### src/rtl/coh_pkg.sv
package coh_pkg;
  typedef enum logic [2:0] {
    CMD_IDLE = 3'd0,
    CMD_RD   = 3'd1,
    CMD_RDX  = 3'd2,
    CMD_INV  = 3'd3,
    CMD_WB   = 3'd4
  } bus_cmd_e;

  typedef enum logic [1:0] {
    ST_I = 2'd0,
    ST_S = 2'd1,
    ST_M = 2'd2
  } line_st_e;
endpackage

### src/rtl/coh_bus_arb.sv
module coh_bus_arb (
  input  logic       clk_i,
  input  logic       rst_ni,
  input  logic [1:0] req_i,
  output logic [1:0] gnt_o
);
  logic prio_q;

  // one grant per cycle, alternating under contention
  always_comb begin
    gnt_o = 2'b00;
    if (req_i[prio_q])       gnt_o[prio_q]  = 1'b1;
    else if (req_i[!prio_q]) gnt_o[!prio_q] = 1'b1;
  end

  always_ff @(posedge clk_i or negedge rst_ni) begin
    if (!rst_ni)     prio_q <= 1'b0;
    else if (|gnt_o) prio_q <= gnt_o[0];
  end
endmodule

### src/rtl/coh_cache_ctrl.sv
module coh_cache_ctrl
  import coh_pkg::*;
#(
  parameter int AW = 4,
  parameter int DW = 8,
  parameter int IW = 2
) (
  input  logic          clk_i,
  input  logic          rst_ni,
  input  logic          req_valid_i,
  input  logic          req_write_i,
  input  logic [AW-1:0] req_addr_i,
  input  logic [DW-1:0] req_wdata_i,
  output logic          done_o,
  output logic [DW-1:0] rdata_o,
  output logic          bus_req_o,
  output bus_cmd_e      bus_cmd_o,
  output logic [AW-1:0] bus_addr_o,
  output logic [DW-1:0] bus_wdata_o,
  input  logic          grant_i,
  input  logic          snoop_valid_i,
  input  bus_cmd_e      snoop_cmd_i,
  input  logic [AW-1:0] snoop_addr_i,
  output logic          snoop_mod_o,
  output logic [DW-1:0] snoop_data_o,
  input  logic [DW-1:0] fill_i
);
  localparam int TW = AW - IW;
  localparam int NL = 1 << IW;

  line_st_e      st_q [NL];
  logic [TW-1:0] tg_q [NL];
  logic [DW-1:0] dt_q [NL];

  logic [IW-1:0] idx, s_idx;
  logic [TW-1:0] tag, s_tag;
  logic          hit, dirty_victim, s_match, local_ok, local_done;
  line_st_e      cur_st;
  bus_cmd_e      cmd;

  assign idx    = req_addr_i[IW-1:0];
  assign tag    = req_addr_i[AW-1:IW];
  assign s_idx  = snoop_addr_i[IW-1:0];
  assign s_tag  = snoop_addr_i[AW-1:IW];
  assign cur_st = st_q[idx];
  assign hit    = (cur_st != ST_I) && (tg_q[idx] == tag);
  assign dirty_victim = (cur_st == ST_M) && (tg_q[idx] != tag);
  assign s_match = snoop_valid_i && (st_q[s_idx] != ST_I) && (tg_q[s_idx] == s_tag);

  always_comb begin
    local_ok = 1'b0;
    cmd      = CMD_IDLE;
    if (req_valid_i) begin
      if (!req_write_i) begin
        if (hit)               local_ok = 1'b1;
        else if (dirty_victim) cmd = CMD_WB;
        else                   cmd = CMD_RD;
      end else begin
        if (hit && cur_st == ST_M) local_ok = 1'b1;
        else if (hit)              cmd = CMD_INV;
        else if (dirty_victim)     cmd = CMD_WB;
        else                       cmd = CMD_RDX;
      end
    end
  end

  // a local hit waits one cycle if the other cache is transacting on the same line
  assign local_done  = local_ok && !(s_match && (s_idx == idx));
  assign bus_req_o   = (cmd != CMD_IDLE);
  assign bus_cmd_o   = cmd;
  assign bus_addr_o  = (cmd == CMD_WB) ? {tg_q[idx], idx} : req_addr_i;
  assign bus_wdata_o = dt_q[idx];
  assign done_o      = local_done || (grant_i && cmd != CMD_WB);
  assign rdata_o     = hit ? dt_q[idx] : fill_i;

  assign snoop_mod_o  = s_match && (st_q[s_idx] == ST_M) &&
                        (snoop_cmd_i == CMD_RD || snoop_cmd_i == CMD_RDX);
  assign snoop_data_o = dt_q[s_idx];

  always_ff @(posedge clk_i or negedge rst_ni) begin
    if (!rst_ni) begin
      for (int i = 0; i < NL; i++) begin
        st_q[i] <= ST_I;
        tg_q[i] <= '0;
        dt_q[i] <= '0;
      end
    end else begin
      if (s_match) begin
        unique case (snoop_cmd_i)
          CMD_RD:           if (st_q[s_idx] == ST_M) st_q[s_idx] <= ST_S;
          CMD_RDX, CMD_INV: st_q[s_idx] <= ST_I;
          default: ;
        endcase
      end
      if (grant_i) begin
        unique case (cmd)
          CMD_WB: st_q[idx] <= ST_I;
          CMD_RD: begin
            st_q[idx] <= ST_S;
            tg_q[idx] <= tag;
            dt_q[idx] <= fill_i;
          end
          CMD_RDX, CMD_INV: begin
            st_q[idx] <= ST_M;
            tg_q[idx] <= tag;
            dt_q[idx] <= req_wdata_i;
          end
          default: ;
        endcase
      end else if (local_done && req_write_i) begin
        dt_q[idx] <= req_wdata_i;
      end
    end
  end
endmodule

### src/rtl/coh_pair_top.sv
module coh_pair_top
  import coh_pkg::*;
#(
  parameter int AW = 4,
  parameter int DW = 8,
  parameter int IW = 2
) (
  input  logic                clk_i,
  input  logic                rst_ni,
  input  logic [1:0]          cpu_valid_i,
  input  logic [1:0]          cpu_write_i,
  input  logic [1:0][AW-1:0]  cpu_addr_i,
  input  logic [1:0][DW-1:0]  cpu_wdata_i,
  output logic [1:0]          cpu_done_o,
  output logic [1:0][DW-1:0]  cpu_rdata_o,
  output logic                bus_valid_o,
  output logic                bus_owner_o,
  output logic [2:0]          bus_cmd_o,
  output logic [AW-1:0]       bus_addr_o,
  output logic                mem_we_o,
  output logic [AW-1:0]       mem_addr_o,
  output logic [DW-1:0]       mem_wdata_o,
  input  logic [DW-1:0]       mem_rdata_i
);
  logic [1:0]    bus_req, gnt, s_mod;
  bus_cmd_e      c_cmd   [2];
  logic [AW-1:0] c_addr  [2];
  logic [DW-1:0] c_wdata [2];
  logic [DW-1:0] s_data  [2];
  bus_cmd_e      cmd;
  logic          owner, supply;
  logic [AW-1:0] addr;
  logic [DW-1:0] fill, supply_data;

  coh_bus_arb u_arb (
    .clk_i  (clk_i),
    .rst_ni (rst_ni),
    .req_i  (bus_req),
    .gnt_o  (gnt)
  );

  assign owner       = gnt[1];
  assign bus_valid_o = |gnt;
  assign cmd         = bus_valid_o ? c_cmd[owner] : CMD_IDLE;
  assign addr        = bus_valid_o ? c_addr[owner] : '0;
  assign supply      = bus_valid_o && s_mod[!owner];
  assign supply_data = s_data[!owner];
  assign fill        = supply ? supply_data : mem_rdata_i;

  assign bus_owner_o = owner;
  assign bus_cmd_o   = cmd;
  assign bus_addr_o  = addr;
  assign mem_addr_o  = addr;
  assign mem_we_o    = bus_valid_o && (cmd == CMD_WB || supply);
  assign mem_wdata_o = (cmd == CMD_WB) ? c_wdata[owner] : supply_data;

  for (genvar g = 0; g < 2; g++) begin : g_cache
    coh_cache_ctrl #(.AW(AW), .DW(DW), .IW(IW)) u_cache (
      .clk_i         (clk_i),
      .rst_ni        (rst_ni),
      .req_valid_i   (cpu_valid_i[g]),
      .req_write_i   (cpu_write_i[g]),
      .req_addr_i    (cpu_addr_i[g]),
      .req_wdata_i   (cpu_wdata_i[g]),
      .done_o        (cpu_done_o[g]),
      .rdata_o       (cpu_rdata_o[g]),
      .bus_req_o     (bus_req[g]),
      .bus_cmd_o     (c_cmd[g]),
      .bus_addr_o    (c_addr[g]),
      .bus_wdata_o   (c_wdata[g]),
      .grant_i       (gnt[g]),
      .snoop_valid_i (bus_valid_o && !gnt[g]),
      .snoop_cmd_i   (cmd),
      .snoop_addr_i  (addr),
      .snoop_mod_o   (s_mod[g]),
      .snoop_data_o  (s_data[g]),
      .fill_i        (fill)
    );
  end
endmodule

### config.mk
export PLATFORM = sky130hd
export DESIGN_NAME = coh_pair_top
export DESIGN_NICKNAME = d
export VERILOG_FILES = /design/src/rtl/coh_pkg.sv /design/src/rtl/coh_bus_arb.sv /design/src/rtl/coh_cache_ctrl.sv /design/src/rtl/coh_pair_top.sv
export SDC_FILE = /design/constraint.sdc
export NUM_CORES = 1
export LEC_CHECK = 0
export BUFFER_PORTS_ARGS = -buffer_cell sky130_fd_sc_hd__buf_4
export CAP_MARGIN = 20
export CORE_MARGIN = 2
export CORE_UTILIZATION = 50
export CTS_CLUSTER_DIAMETER = 50
export CTS_CLUSTER_SIZE = 14
export DETAILED_ROUTE_END_ITERATION = 16
export MAX_ROUTING_LAYER = met4
export PLACE_DENSITY_LB_ADDON = 0.08
export SYNTH_ARGS = -nofsm -noshare
export SYNTH_HDL_FRONTEND = slang
export SYNTH_SLANG_ARGS = --single-unit
### constraint.sdc
create_clock -name clk_i -period 5.72 [get_ports clk_i]
set_input_delay 0.572 -clock clk_i [delete_from_list [all_inputs] [get_ports clk_i]]
set_output_delay 0.572 -clock clk_i [all_outputs]
set_load 0.05 [all_outputs]
==> run summary, run 1 <==
The tools report the number of violations reported at the end of detailed-routing iteration 0 as 563. The data required time of the critical path is 5.15 ns, and the initial antenna violation count is 0. The count of pins on the block boundary came out at 78. Setup repair after global routing left no endpoint under its margin.

The number of different library cells used by synthesis comes to 76. For the number of nets in the layout, the log shows 908. Once layout is complete, the utilization of the core stands at 58.74%.

For the worst clock skew on the final layout, the log shows 0.008895 ns. The buffer levels on the longest clock path came out at 2. Compared with the post-synthesis result, the final layout area differs by 15.84%. Setup violations remaining at the end of the flow were counted as 0. Entering global routing, the biggest net connects 59 pins. For the post-cts hold buffer count, the log shows 0. The worst register-to-register path ends at g_cache[0].u_cache.dt_q[9]. The run gives 0.003766 uW as the total leakage power.

The run gives 0.09622 ns as the post-place setup slack. Summing the areas of all compound-gate instances in the mapped netlist gives 22.13% of the synthesized area. The run gives 0 as the antenna diode count. The average instance in the mapped netlist occupies 9.166 sq um. The die covers 15610 sq um. In this run the worst path has a maximum fanout of 22. The tools report the worst ir drop on vdd as 522.6 uV. The tightest min-delay check is of the input pin to asynchronous set/reset pin type. The delay of the slowest cell on the worst path works out to 0.64 ns. The launching element type of the critical path was an input pin. The hold violation total from the final report was 0. The post-layout worst setup margin is 0.2226 ns, and the adder and majority cell fraction of the synthesized area is 0%. Cell type with the highest occurrence count on the critical path: sky130_fd_sc_hd__buf_4.

The count of buffers added on input and output ports is 77. The global-route wire length before repair was 38650 microns. The cell area that synthesis handed to floorplanning was 7315 sq um.

In this run the remaining antenna-violating nets after routing total 0. The run finished with clean final reports. After detailed routing, the number of vias per cell comes to 6.402.

The total of flip-flops plus latches after synthesis was 97; the number of cells on the worst reg-to-reg path was 13. The start-to-end type of the worst setup path is input pin to primary output. Synthesis produced a netlist with a net count of 836. For the worst-skew pair, the clock arrives at the later sink with an insertion delay of 0.36 ns. Detailed placement ended at an HPWL of 18560 microns. The logs give 0.1819 GHz for the maximum achievable frequency and 14420 sq um for the standard cell core area.

The transition time at the pin with the least slew margin was 0.9670 ns. The xor and xnor fraction of the mapped netlist area is 1.403%. Die width: 125.0 microns. For this run, global-route usage on met1 was measured as 41.78%. The instance area at placement was 8118 sq um; the average wire per cell in the routed design was 23.22 microns. Yosys printed 0 warnings. The sequential area share after synthesis was 33.19%; the worst-case register-to-register setup slack was 1.00 ns. The CTS buffer count is 9, and the final max-slew violation count is 0.

In the global route stage, met2 resource usage came out at 52.56%. met2 is the most crowded layer. The sink count of the clock tree was 97; the proportion of synthesized flip-flops having asynchronous set or reset was 100.0%. The vertical die dimension was 125.0 microns; the minimum period implied by the final worst setup slack was 5.497 ns. Once layout is done, the placed cells without fillers occupy 8473 sq um.

Summed over all layers, the global routing overflow is 0. In the global route stage, met3 resource usage came out at 5.263%. The kind of capture point of the worst setup path is a primary output. The share of cells above drive strength 1 is 24.14%. For this design the ratio of total power to cell area is 585.8 nW/um^2.

Summed over all failing endpoints, the final setup total negative slack is 0 ns. The critical path goes through buf_4 > mux4_2 > mux2i_1 > o31a_1 > nand3_2 > a21boi_4 > inv_2 > buf_4 > o211ai_1 > a211o_1 > a2111o_2 > o221ai_1 > nand2_1 > mux2i_1 > buf_4. After detailed routing, the number of remaining DRC violations is 0.

The critical path's slowest cell was sky130_fd_sc_hd__mux4_2. The synthesized design contains 0 enable-type register cells. The root buffer cell chosen for the clock tree is sky130_fd_sc_hd__clkbuf_16.

TritonCTS built the clock tree. The area share of and/or/nand/nor cells after synthesis works out to 14.81%. The run gives 0 as the number of max-capacitance violations reported. Global routing used 32.57% of the available tracks. Number of search-and-repair iterations in the first detailed-routing pass: 5. Number of levels the H-tree was split into: 3.

In this run the critical register-to-register path is launched from g_cache[1].u_cache.st_q[0]. The tools report the number of standard cells after synthesis as 798. The routed layout has 6773 vias. The final critical path takes up 96.11% of the cycle.

The congestion estimate from routability-driven global placement came to 0.9684. The top flip-flop cell by instance count after synthesis was sky130_fd_sc_hd__dfrtp_1. Via count of the first global-routing pass: 6834. Once the floorplan was initialized, standard cells occupied 50.71% of the core. Site row count: 44. The clock slew seen by the registers of the worst setup and hold paths is 0.07 ns, and the number of fillers in the final layout is 1293.

The run gives 0.1813 ns as the tightest hold margin. After synthesis, the largest family of logic cells by area is compound AO/OA/AOI/OAI gates. The final wirelength was 24570 microns; the share of synthesized area spent on multiplexers was 20.87%. The normalized max-slew margin is 35.53%. For the worst setup path, the data arrival time is 4.93 ns.
critical path, delay by kind of cell:
| family | cells | cell delay [ns] |
|---|---|---|
| mux | 3 | 1.22 |
| buf+inv | 4 | 0.88 |
| simple gates | 2 | 0.33 |
| compound gates | 6 | 1.90 |
per-stage QoR:
stage | total power (uW) | instances
floorplan | 3401 | 798
global placement | 4265 | 1036
detailed placement | 4315 | 1037
CTS | 4928 | 1052
global route | 5251 | 1058
finish | 4964 | 1058
cell usage after synthesis, types with 3 or more instances:
master | instances | area (sq um)
sky130_fd_sc_hd__or2_2 | 7 | 43.79
sky130_fd_sc_hd__a21o_1 | 3 | 22.52
sky130_fd_sc_hd__nor2_1 | 68 | 255.2
sky130_fd_sc_hd__o2bb2ai_1 | 5 | 43.79
sky130_fd_sc_hd__xnor2_1 | 5 | 43.79
sky130_fd_sc_hd__a31oi_1 | 24 | 150.1
sky130_fd_sc_hd__clkbuf_1 | 25 | 93.84
sky130_fd_sc_hd__mux2_2 | 16 | 180.2
sky130_fd_sc_hd__nand2_1 | 77 | 289.0
sky130_fd_sc_hd__mux2i_1 | 79 | 790.8
sky130_fd_sc_hd__dfrtp_1 | 97 | 2427
sky130_fd_sc_hd__a22oi_1 | 5 | 37.54
sky130_fd_sc_hd__o31a_1 | 3 | 26.28
sky130_fd_sc_hd__buf_2 | 14 | 70.07
sky130_fd_sc_hd__mux4_2 | 24 | 540.5
sky130_fd_sc_hd__o211ai_1 | 10 | 75.07
sky130_fd_sc_hd__and3_1 | 5 | 31.28
sky130_fd_sc_hd__a211oi_1 | 11 | 82.58
sky130_fd_sc_hd__inv_1 | 71 | 266.5
sky130_fd_sc_hd__a21boi_0 | 8 | 60.06
sky130_fd_sc_hd__a221oi_1 | 8 | 70.07
sky130_fd_sc_hd__or3_1 | 12 | 75.07
sky130_fd_sc_hd__a21oi_1 | 45 | 225.2
sky130_fd_sc_hd__buf_4 | 8 | 60.06
sky130_fd_sc_hd__o31ai_1 | 5 | 37.54
sky130_fd_sc_hd__a311oi_1 | 9 | 78.83
sky130_fd_sc_hd__buf_1 | 8 | 30.03
sky130_fd_sc_hd__o21ai_0 | 20 | 100.1
sky130_fd_sc_hd__xor2_1 | 3 | 26.28
sky130_fd_sc_hd__nand3_1 | 18 | 90.09
sky130_fd_sc_hd__o22ai_1 | 4 | 25.02
sky130_fd_sc_hd__o221ai_1 | 10 | 87.58
sky130_fd_sc_hd__nand2b_1 | 5 | 31.28
sky130_fd_sc_hd__a32o_1 | 3 | 30.03
sky130_fd_sc_hd__nor3_1 | 5 | 25.02
sky130_fd_sc_hd__o32a_1 | 7 | 70.07
sky130_fd_sc_hd__nor2b_1 | 18 | 112.6
worst max-delay path by stage:
stage / from / end / slack (ns) / cells past startpoint
6_report: cpu_addr_i[4] / cpu_rdata_o[13] / 0.22 / 15
3_5_place_dp: cpu_addr_i[4] / cpu_rdata_o[13] / 0.1 / 14
3_3_place_gp: cpu_addr_i[4] / cpu_rdata_o[13] / 0.14 / 14
4_1_cts: cpu_addr_i[4] / cpu_rdata_o[13] / 0.07 / 14
5_1_grt: cpu_addr_i[4] / cpu_rdata_o[5] / 0.02 / 15
2_1_floorplan: cpu_addr_i[0] / cpu_rdata_o[15] / 0.27 / 14
flip-flops by register name, summed over array words and instances (netlist names):
register              count
u_arb.prio_q              1
g_cache.u_cache.dt_q     64
g_cache.u_cache.tg_q     16
g_cache.u_cache.st_q     16
routing by layer:
layer	part of all wire [%]	wire length, microns
met1	41	10190
met2	48	11850
met3	6.3	1550
met4	4.0	975
met5	0	0
report_power, final:
part	switching, uW	internal, uW	total (uW)
Combinational	1930	1100	3030
Sequential	303	1030	1330
Clock	297	303	600
cells in the final DEF (no fill, tap or decap), drive strengths merged, types with 7 or more instances in the layout:
master	Yosys	layout
o221ai	11	11
a31oi	26	26
o211ai	10	10
o21ai	22	22
nor2b	18	18
dfrtp	97	97
o32a	8	8
a21oi	45	45
mux4	24	24
a221oi	8	8
inv	73	76
nand2	77	77
nor2	70	70
a311oi	10	10
buf	32	118
a211oi	13	13
nor3	7	7
mux2i	79	79
mux2	17	17
or3	12	12
nand3	20	20
a21boi	9	9
clkbuf	25	10
or2	7	7
xnor2	7	7
cell families (layout without fill, tap and decap cells):
family | Yosys count | after routing
simple gates | 230 | 230
buf+inv | 131 | 207
xor+xnor | 10 | 10
flops | 97 | 97
compound gates | 210 | 210
mux | 120 | 120
layout make-up:
| cell class | count | area (sq um) | area share, % |
|---|---|---|---|
| Sequential cell | 97 | 2427 | 28.65 |
| Tap cell | 184 | 230.2 | 2.717 |
| Inverter | 74 | 279.0 | 3.293 |
| Multi-Input combinational cell | 570 | 4369 | 51.57 |
| Clock buffer | 10 | 229.0 | 2.702 |
| Timing Repair Buffer | 118 | 889.6 | 10.50 |
| Clock inverter | 5 | 48.80 | 0.5759 |
timing repair:
item / in CTS / in global routing
gates resized for setup: 0 / 7
endpoints found under the setup margin: 0 / 16
setup buffers: 0 / 4
Power figures use the tool's default switching activity.
==> inputs of run 2 (changes only) <==
--- a/config.mk
+++ b/config.mk
@@ -8,12 +8,13 @@
 export BUFFER_PORTS_ARGS = -buffer_cell sky130_fd_sc_hd__buf_4
 export CAP_MARGIN = 20
 export CORE_MARGIN = 2
-export CORE_UTILIZATION = 50
+export CORE_UTILIZATION = 60
 export CTS_CLUSTER_DIAMETER = 50
 export CTS_CLUSTER_SIZE = 14
 export DETAILED_ROUTE_END_ITERATION = 16
 export MAX_ROUTING_LAYER = met4
 export PLACE_DENSITY_LB_ADDON = 0.08
+export RECOVER_POWER = 50
 export SYNTH_ARGS = -nofsm -noshare
 export SYNTH_HDL_FRONTEND = slang
 export SYNTH_SLANG_ARGS = --single-unit
==> run 2 against run 1 <==
  * The flow now finishes with violations (capacitance limit, slew limit)
  * Global-route usage increased by 6.9 points
  * Clock-buffer cell count unchanged
  * Sequential share of layout area increased by 0.15 points
  * Register-to-register slack got worse by 0.24 ns
  * Highest routed layer unchanged
  * Clock skew decreased by 0.0025 ns
  * Largest power group unchanged
  * Setup slack improved by 0.015 ns
  * Final cell count decreased by 2.9%
  * Via count increased by 4.4%
==> run summary, run 2 (synthesis gave the netlist of run 1 again) <==
The worst-case register-to-register setup slack came out at 0.76 ns (-0.24 ns). The vertical die dimension is 114.4 microns (-8.4%). The worst hold path begins at cpu_addr_i[2].

The clock slew seen by the registers of the worst setup and hold paths came out at 0.07 ns (about the same). The tools report the final weighted congestion in routability-driven placement as 1.061 (+9.6%). The all-layer global routing usage came out at 39.49% (+6.9 points). The tools report the arrival time reported for the critical path endpoint as 4.91 ns (-0.02 ns). Flip-flop count of the largest register after layout: 64 (unchanged). The buffer levels on the longest clock path came out at 2 (unchanged). The via density per instance works out to 6.885 (+7.6%).

The tools report the vias after detailed routing as 7071 (+4.4%). The initial antenna violation count was 0 (unchanged); the total grt overflow was 0 (unchanged). The buffer cell driving the clock tree root is sky130_fd_sc_hd__clkbuf_16. The power per cell area is 592.1 nW/um^2 (+1.1%), and the maximum achievable frequency is 0.1824 GHz (+0.28%). The most numerous cell type found on the critical path is sky130_fd_sc_hd__buf_4. The standard cell core area came out at 11960 sq um (-17%).

The worst ir drop on vdd was 546.5 uV (+4.6%). The minimum period implied by the final worst setup slack came out at 5.482 ns (-0.01515 ns). The worst clock skew on the final layout came out at 0.006395 ns (-0.002500 ns). The library cell used most frequently in the layout, excluding fill and tap cells, is sky130_fd_sc_hd__buf_4. The tightest hold margin came out at 0.5207 ns (+0.3394 ns). The largest fanout of any net on the critical path was 19 (-14%).

The via count of the first global-routing pass was 6948 (+1.7%); the share of the cycle needed by the critical path after routing was 95.84% (-0.26 points). The total leakage power came out at 0.003768 uW (about the same). The run gives 0.1532 ns (+0.05694 ns) as the post-place setup slack. The min-delay analysis places its worst path in the category input pin to flop.

Setup repair after global routing left no endpoint under its margin. The count of pins on the block boundary is 78 (unchanged), and the area occupied by registers is 2427 sq um (unchanged). Placed wire-length estimate after detailed placement: 18080 microns (-2.6%). In this run the critical register-to-register path is launched from g_cache[0].u_cache.st_q[0]. The transition time at the pin with the least slew margin was 2.246 ns (+1.279 ns); the post-layout worst setup margin was 0.2377 ns (+0.01515 ns). The tools report the setup total negative slack as 0 ns (unchanged). The final reports fail on capacitance limit, slew limit. The die width works out to 114.4 microns (-8.4%).

The hold violation total from the final report is 0 (unchanged). The number of buffer cells added on primary ports works out to 77 (unchanged). The number of levels the H-tree was split into is 3 (unchanged). Broken down by cell family, the worst path's largest delay share belongs to compound AO/OA/AOI/OAI gates. The total power draw is 4991 uW (+0.55%).

The number of search-and-repair iterations in the first detailed-routing pass came out at 7 (+2). The flow ran to the end, but the final reports show violations. STA classifies the critical path endpoint as a primary output. The largest registers in the layout are g_cache.u_cache.dt_q: 64 flops, g_cache.u_cache.st_q: 16 flops, g_cache.u_cache.tg_q: 16 flops.

The logs give -49.74% (-85 points) for the normalized max-slew margin and 0 (unchanged) for the post-cts hold buffer count. The average wire per cell in the routed design was 23.87 microns (+2.8%). In the layout the commonest cells are 118 x sky130_fd_sc_hd__buf_4, 97 x sky130_fd_sc_hd__dfrtp_1, 79 x sky130_fd_sc_hd__mux2i_1, 77 x sky130_fd_sc_hd__nand2_1, 71 x sky130_fd_sc_hd__inv_1. The logs give 37970 microns (-1.7%) for the global-route wire length before repair and 42 (+42) for the final max-slew violation count.

The setup path with the least slack is of type input pin to primary output. Die area: 13090 sq um (-16%). CTS buffer count: 9 (unchanged).

More flip-flops sit in one register than any other, and that register is g_cache.u_cache.dt_q. Traced cell by cell, the critical path runs through buf_4 > mux4_2 > mux2_4 > a31o_4 > nor3_4 > o21ai_0 > and3_1 > a211o_1 > a2111o_1 > o221ai_1 > nand2_1 > mux2i_1 > buf_4. The number of fillers in the final layout was 970 (-25%).

The number of nets in the layout was 913 (+0.55%); the share of cells above drive strength 1 was 23.75% (-0.39 points). The delay of the slowest cell on the worst path works out to 0.67 ns (+0.03 ns). The run gives 97 (unchanged) as the sink count of the clock tree. The layout overhead on the synthesized area is 15.24%, and the initial cell density of the core is 61.15% (+10 points). The number of violations reported at the end of detailed-routing iteration 0 was 710 (+26%); the antenna diode count was 0 (unchanged). The site row count came out at 40 (-9.1%).

For this design, the slowest cell found on the critical path is sky130_fd_sc_hd__a2111o_1. The logs give 1011 (-2.5%) for the cell total after placement and 1027 (-2.9%) for the number of standard cells in the final layout excluding fillers. The launching element type of the critical path is an input pin. The tools report the insertion delay to the later sink of the worst-skew pair as 0.36 ns (about the same).

The total buffers and inverters traversed by the critical path is 2 (-2). Number of max-capacitance violations reported: 1 (+1). TritonCTS built the clock tree.

The final wirelength is 24520 microns (-0.20%). Number of failing setup endpoints in the final timing report: 0 (unchanged). Start point of the critical path: cpu_addr_i[0].

The logs give 5.15 ns (about the same) for the data required time of the critical path and 4345 sq um (-0.54%) for the area occupied by multi-input gates. The tools report the remaining number of nets flagged by the antenna check after routing as 0 (unchanged). Detailed-route DRC error count: 0 (unchanged). The tools report the pin count of the biggest net entering global routing as 58 (-1.7%).
-- run 2: cell type report --
class | instances | share of cell area (%)
tap | 147 | 2.182
clock buffer | 10 | 2.835
multi-input combinational | 570 | 51.55
clock inverter | 6 | 0.5789
sequential | 97 | 28.80
timing repair buffer | 123 | 10.75
inverter | 74 | 3.310
-- run 2: repair_timing --
action | 4_1_cts | 5_1_grt
endpoints found under the hold margin | 0 | 0
endpoints found under the setup margin | 0 | 17
buffers inserted | 0 | 0
resized for setup | 0 | 3
-- run 2: path summary, 6_finish.rpt --
path / end / cells past startpoint
worst min register to register: g_cache[0].u_cache.tg_q[2] / 1
worst max-delay path: cpu_rdata_o[1] / 13
max in group asynchronous: g_cache[0].u_cache.dt_q[20] / 2
worst max register to register: g_cache[0].u_cache.dt_q[26] / 15
min in group asynchronous: g_cache[1].u_cache.tg_q[6] / 1
worst min-delay path: g_cache[0].u_cache.tg_q[0] / 2
-- run 2: per-layer routing --
metal	up-vias	global-route usage, %	share of wire, %
li1	3078	-	-
met4	0	20.24	5.2
met2	465	61.46	47
met3	108	6.988	8.9
met5	-	-	0
met1	3420	49.62	39
-- run 2: metrics by stage --
stage	instance area, sq um	util [%]
after floorplan	7315	-
after global placement	8150	68.14
after detailed placement	8150	68.14
after CTS	8438	70.54
after global routing	8429	70.47
final	8429	70.47
-- run 2: worst reg2reg max path, delay by kind of cell (launching register included) --
family	cells	cell delay, ns
and+or+nand+nor	2	0.58
DFF	1	0.42
AOI/OAI and AO/OA	4	1.32
muxes	5	1.69
buffers and inverters	4	0.88
-- run 2: power breakdown --
part           internal, uW  leakage (uW)  switching [uW]
Sequential             1030       0.00113             294
Combinational          1110       0.00250            1960
Clock                   313      0.000137             290
Total                  2450       0.00377            2540
==> inputs of run 3 (changes only) <==
--- a/config.mk
+++ b/config.mk
@@ -7,8 +7,10 @@
 export LEC_CHECK = 0
 export BUFFER_PORTS_ARGS = -buffer_cell sky130_fd_sc_hd__buf_4
 export CAP_MARGIN = 20
+export CELL_PAD_IN_SITES_DETAIL_PLACEMENT = 0
+export CELL_PAD_IN_SITES_GLOBAL_PLACEMENT = 2
 export CORE_MARGIN = 2
-export CORE_UTILIZATION = 60
+export CORE_UTILIZATION = 38
 export CTS_CLUSTER_DIAMETER = 50
 export CTS_CLUSTER_SIZE = 14
 export DETAILED_ROUTE_END_ITERATION = 16
==> run 3 against run 2 <==
  * The run still ends with capacitance limit, slew limit left
  * First-iteration DRC count down 31%
  * Highest routed layer unchanged
  * Non-clock buffer count up 1
  * Critical path depth unchanged
  * Register-to-register slack better by 0.14 ns
  * Largest power group unchanged
  * Critical endpoint is now cpu_rdata_o[0]
  * Clock-buffer cell count unchanged
==> run summary, run 3 (synthesis gave the netlist of run 1 again) <==
The number of buffer cells added on primary ports works out to 77 (unchanged). The library cells used most frequently in the layout, excluding fill and tap cells, are 118 x sky130_fd_sc_hd__buf_4, 97 x sky130_fd_sc_hd__dfrtp_1, 79 x sky130_fd_sc_hd__mux2i_1, 77 x sky130_fd_sc_hd__nand2_1, 71 x sky130_fd_sc_hd__inv_1. Count of pins on the block boundary: 78 (unchanged).

The start-to-end type of the worst setup path was input pin to primary output. For the number of levels the H-tree was split into, the log shows 3 (unchanged). The critical register-to-register path startpoint was g_cache[0].u_cache.st_q[0]. For the worst-case register-to-register setup slack, the log shows 0.90 ns (+0.14 ns).

For the number of failing setup endpoints in the final timing report, the log shows 0 (unchanged). The checks that failed: capacitance limit, slew limit. The normalized max-slew margin was -60.81% (-11 points); the initial antenna violation count was 0 (unchanged). Met2 capacity usage during global routing: 46.71% (-15 points).

The CTS buffer count is 9 (unchanged). The transition time at the pin with the least slew margin is 2.412 ns (+0.1660 ns). The number of cells on the worst hold path works out to 2 (unchanged). The launching element type of the critical path is an input pin. The logs give 0 (unchanged) for the total grt overflow and 0 ns (unchanged) for the setup total negative slack.

Minimum period implied by the final worst setup slack: 5.594 ns (+0.1115 ns). The destination of the worst register-to-register timing path is g_cache[0].u_cache.dt_q[13]. Maximum achievable frequency: 0.1788 GHz (-2.0%). Setup repair after global routing left no endpoint under its margin. The site row count was 50 (+25%); the number of cells on the worst reg-to-reg path was 11 (-4). The final wirelength is 26520 microns (+8.2%), and the data required time of the critical path is 5.15 ns (about the same).

The all-layer global routing usage came out at 27.53% (-12 points). The run gives 1099 (+8.7%) as the cell total after placement. The via density per instance was 6.031 (-12%). The arrival time reported for the critical path endpoint was 5.02 ns (+0.11 ns); the final weighted congestion in routability-driven placement was 0.9471 (-11%). The logs give 97 (unchanged) for the sink count of the clock tree and 0 (unchanged) for the hold violation total from the final report. The number of nets in the layout was 914 (+0.11%). TritonCTS built the clock tree. In this run the most used layer during global routing was met2.

The placed wire-length estimate after detailed placement is 20170 microns (+12%). The share of cells above drive strength 1 is 24.29% (+0.54 points), and the total power draw is 5023 uW (+0.65%). The clock slew seen by the registers of the worst setup and hold paths was 0.07 ns (about the same). The final max-slew violation count is 43 (+2.4%).

For hold timing, the worst endpoint is g_cache[0].u_cache.tg_q[1]. For the number of max-capacitance violations reported, the log shows 1 (unchanged). The layout overhead on the synthesized area works out to 17.14%. The tools report the global-route wire length before repair as 40730 microns (+7.3%). The logs give 0 (unchanged) for the remaining number of nets flagged by the antenna check after routing and 6725 (-4.9%) for the vias after detailed routing.

The met3 capacity usage during global routing came out at 2.247% (-4.7 points). Largest fanout of any net on the critical path: 22 (+3). The average wire per cell in the routed design is 23.78 microns (-0.36%), and the power per cell area is 586.3 nW/um^2 (-0.98%). The buffer levels on the longest clock path is 2 (unchanged). In this run the most critical hold path is launched from cpu_addr_i[3]. The library cell used most frequently in the layout, excluding fill and tap cells, is sky130_fd_sc_hd__buf_4. The worst clock skew on the final layout was 0.007183 ns (+0.0007883 ns). The tools report the die area as 20370 sq um (+56%). Number of violations reported at the end of detailed-routing iteration 0: 492 (-31%). For the number of search-and-repair iterations in the first detailed-routing pass, the log shows 6 (-1).

The number of standard cells in the final layout excluding fillers was 1115 (+8.6%). The tools report the pin count of the biggest net entering global routing as 57 (-1.7%). The run gives 0 (unchanged) as the antenna diode count.

The largest registers in the layout are g_cache.u_cache.dt_q: 64 flops, g_cache.u_cache.st_q: 16 flops, g_cache.u_cache.tg_q: 16 flops. The path class of the tightest hold or removal check is input pin to flop. The run gives 0.36 ns (about the same) as the insertion delay to the later sink of the worst-skew pair.

Via count of the first global-routing pass: 6886 (-0.89%). CTS placed an instance of sky130_fd_sc_hd__clkbuf_16 at the clock tree root. Flip-flop count of the largest register after layout: 64 (unchanged). The worst setup path is captured at a primary output. The total leakage power is 0.003784 uW (+0.43%), and the vertical die dimension is 142.7 microns (+25%).

The standard cell core area is 18770 sq um (+57%). The share of the cycle needed by the critical path after routing is 97.79% (+1.9 points). The worst ir drop on vdd is 552.6 uV (+1.1%), and the die width is 142.7 microns (+25%). Tracing the worst setup path back leads to its startpoint at cpu_addr_i[4].

The detailed-route DRC error count is 0 (unchanged). The run finished, with violations left. The tools report the initial cell density of the core as 38.97% (-22 points). The register containing the most flip-flops in the final layout is g_cache.u_cache.dt_q. The global-route track usage on met1 is 34.61% (-15 points).
## run 3: cell types whose count changed in the layout (fill, tap and decap cells not counted), sizes merged
cell and change:
clkinvlp -2, clkinv +1, buf +1, inv +1
## run 3: area by class of cell
type | count | area [sq um]
clock buffer | 10 | 239.0
clock inverter | 6 | 57.56
fill | 1852 | 10200
inverter | 74 | 279.0
multi-input combinational | 570 | 4355
sequential | 97 | 2427
tap | 234 | 292.8
timing repair buffer | 124 | 917.1
## run 3: what timing repair did
action / CTS / global route
gates resized for setup: 0 / 4
setup buffers: 0 / 0
endpoints found under the setup margin: 0 / 8
hold buffers: 0 / 0
## run 3: worst max-delay path by stage
stage                                  to  slack [ns]
after global placement    cpu_rdata_o[14]        0.17
final                      cpu_rdata_o[0]        0.13
after floorplan           cpu_rdata_o[15]        0.27
after global routing       cpu_rdata_o[0]       0.001
after detailed placement   cpu_rdata_o[1]        0.12
after CTS                  cpu_rdata_o[1]        0.12
## run 3: power breakdown
group	internal (uW)	total (uW)	switching, uW
clock	318	619	300
combinational	1120	3080	1960
sequential	1030	1320	294
## run 3: metal layers
metal  part of all wire [%]  vias to the layer above
met4                    2.9                        0
met5                      0                        -
li1                       -                     3074
met1                     43                     3353
met2                     50                      251
met3                    4.1                       47
## run 3: worst max-delay path: stages
cell	delay (ns)
sky130_fd_sc_hd__buf_4	0.34
sky130_fd_sc_hd__mux4_2	0.61
sky130_fd_sc_hd__xor2_1	0.21
sky130_fd_sc_hd__o31a_1	0.40
sky130_fd_sc_hd__or3_1	0.56
sky130_fd_sc_hd__nand3_1	0.18
sky130_fd_sc_hd__o211ai_1	0.13
sky130_fd_sc_hd__a211o_1	0.36
sky130_fd_sc_hd__a2111o_2	0.64
sky130_fd_sc_hd__o221ai_1	0.41
sky130_fd_sc_hd__nand2_1	0.13
sky130_fd_sc_hd__mux2i_1	0.22
sky130_fd_sc_hd__buf_4	0.24
## run 3: per-stage QoR
step                hold slack [ns]  util [%]  worst slack, ns  area, sq um
CTS                          0.2179     45.65           0.1217         8567
detailed placement           0.5295     44.07           0.1232         8270
floorplan                    0.2764         -           0.2662         7315
finish                       0.5231     45.65           0.1262         8568
global placement             0.5151     43.93           0.1703         8244
global route                 0.5273     45.65         0.001167         8568
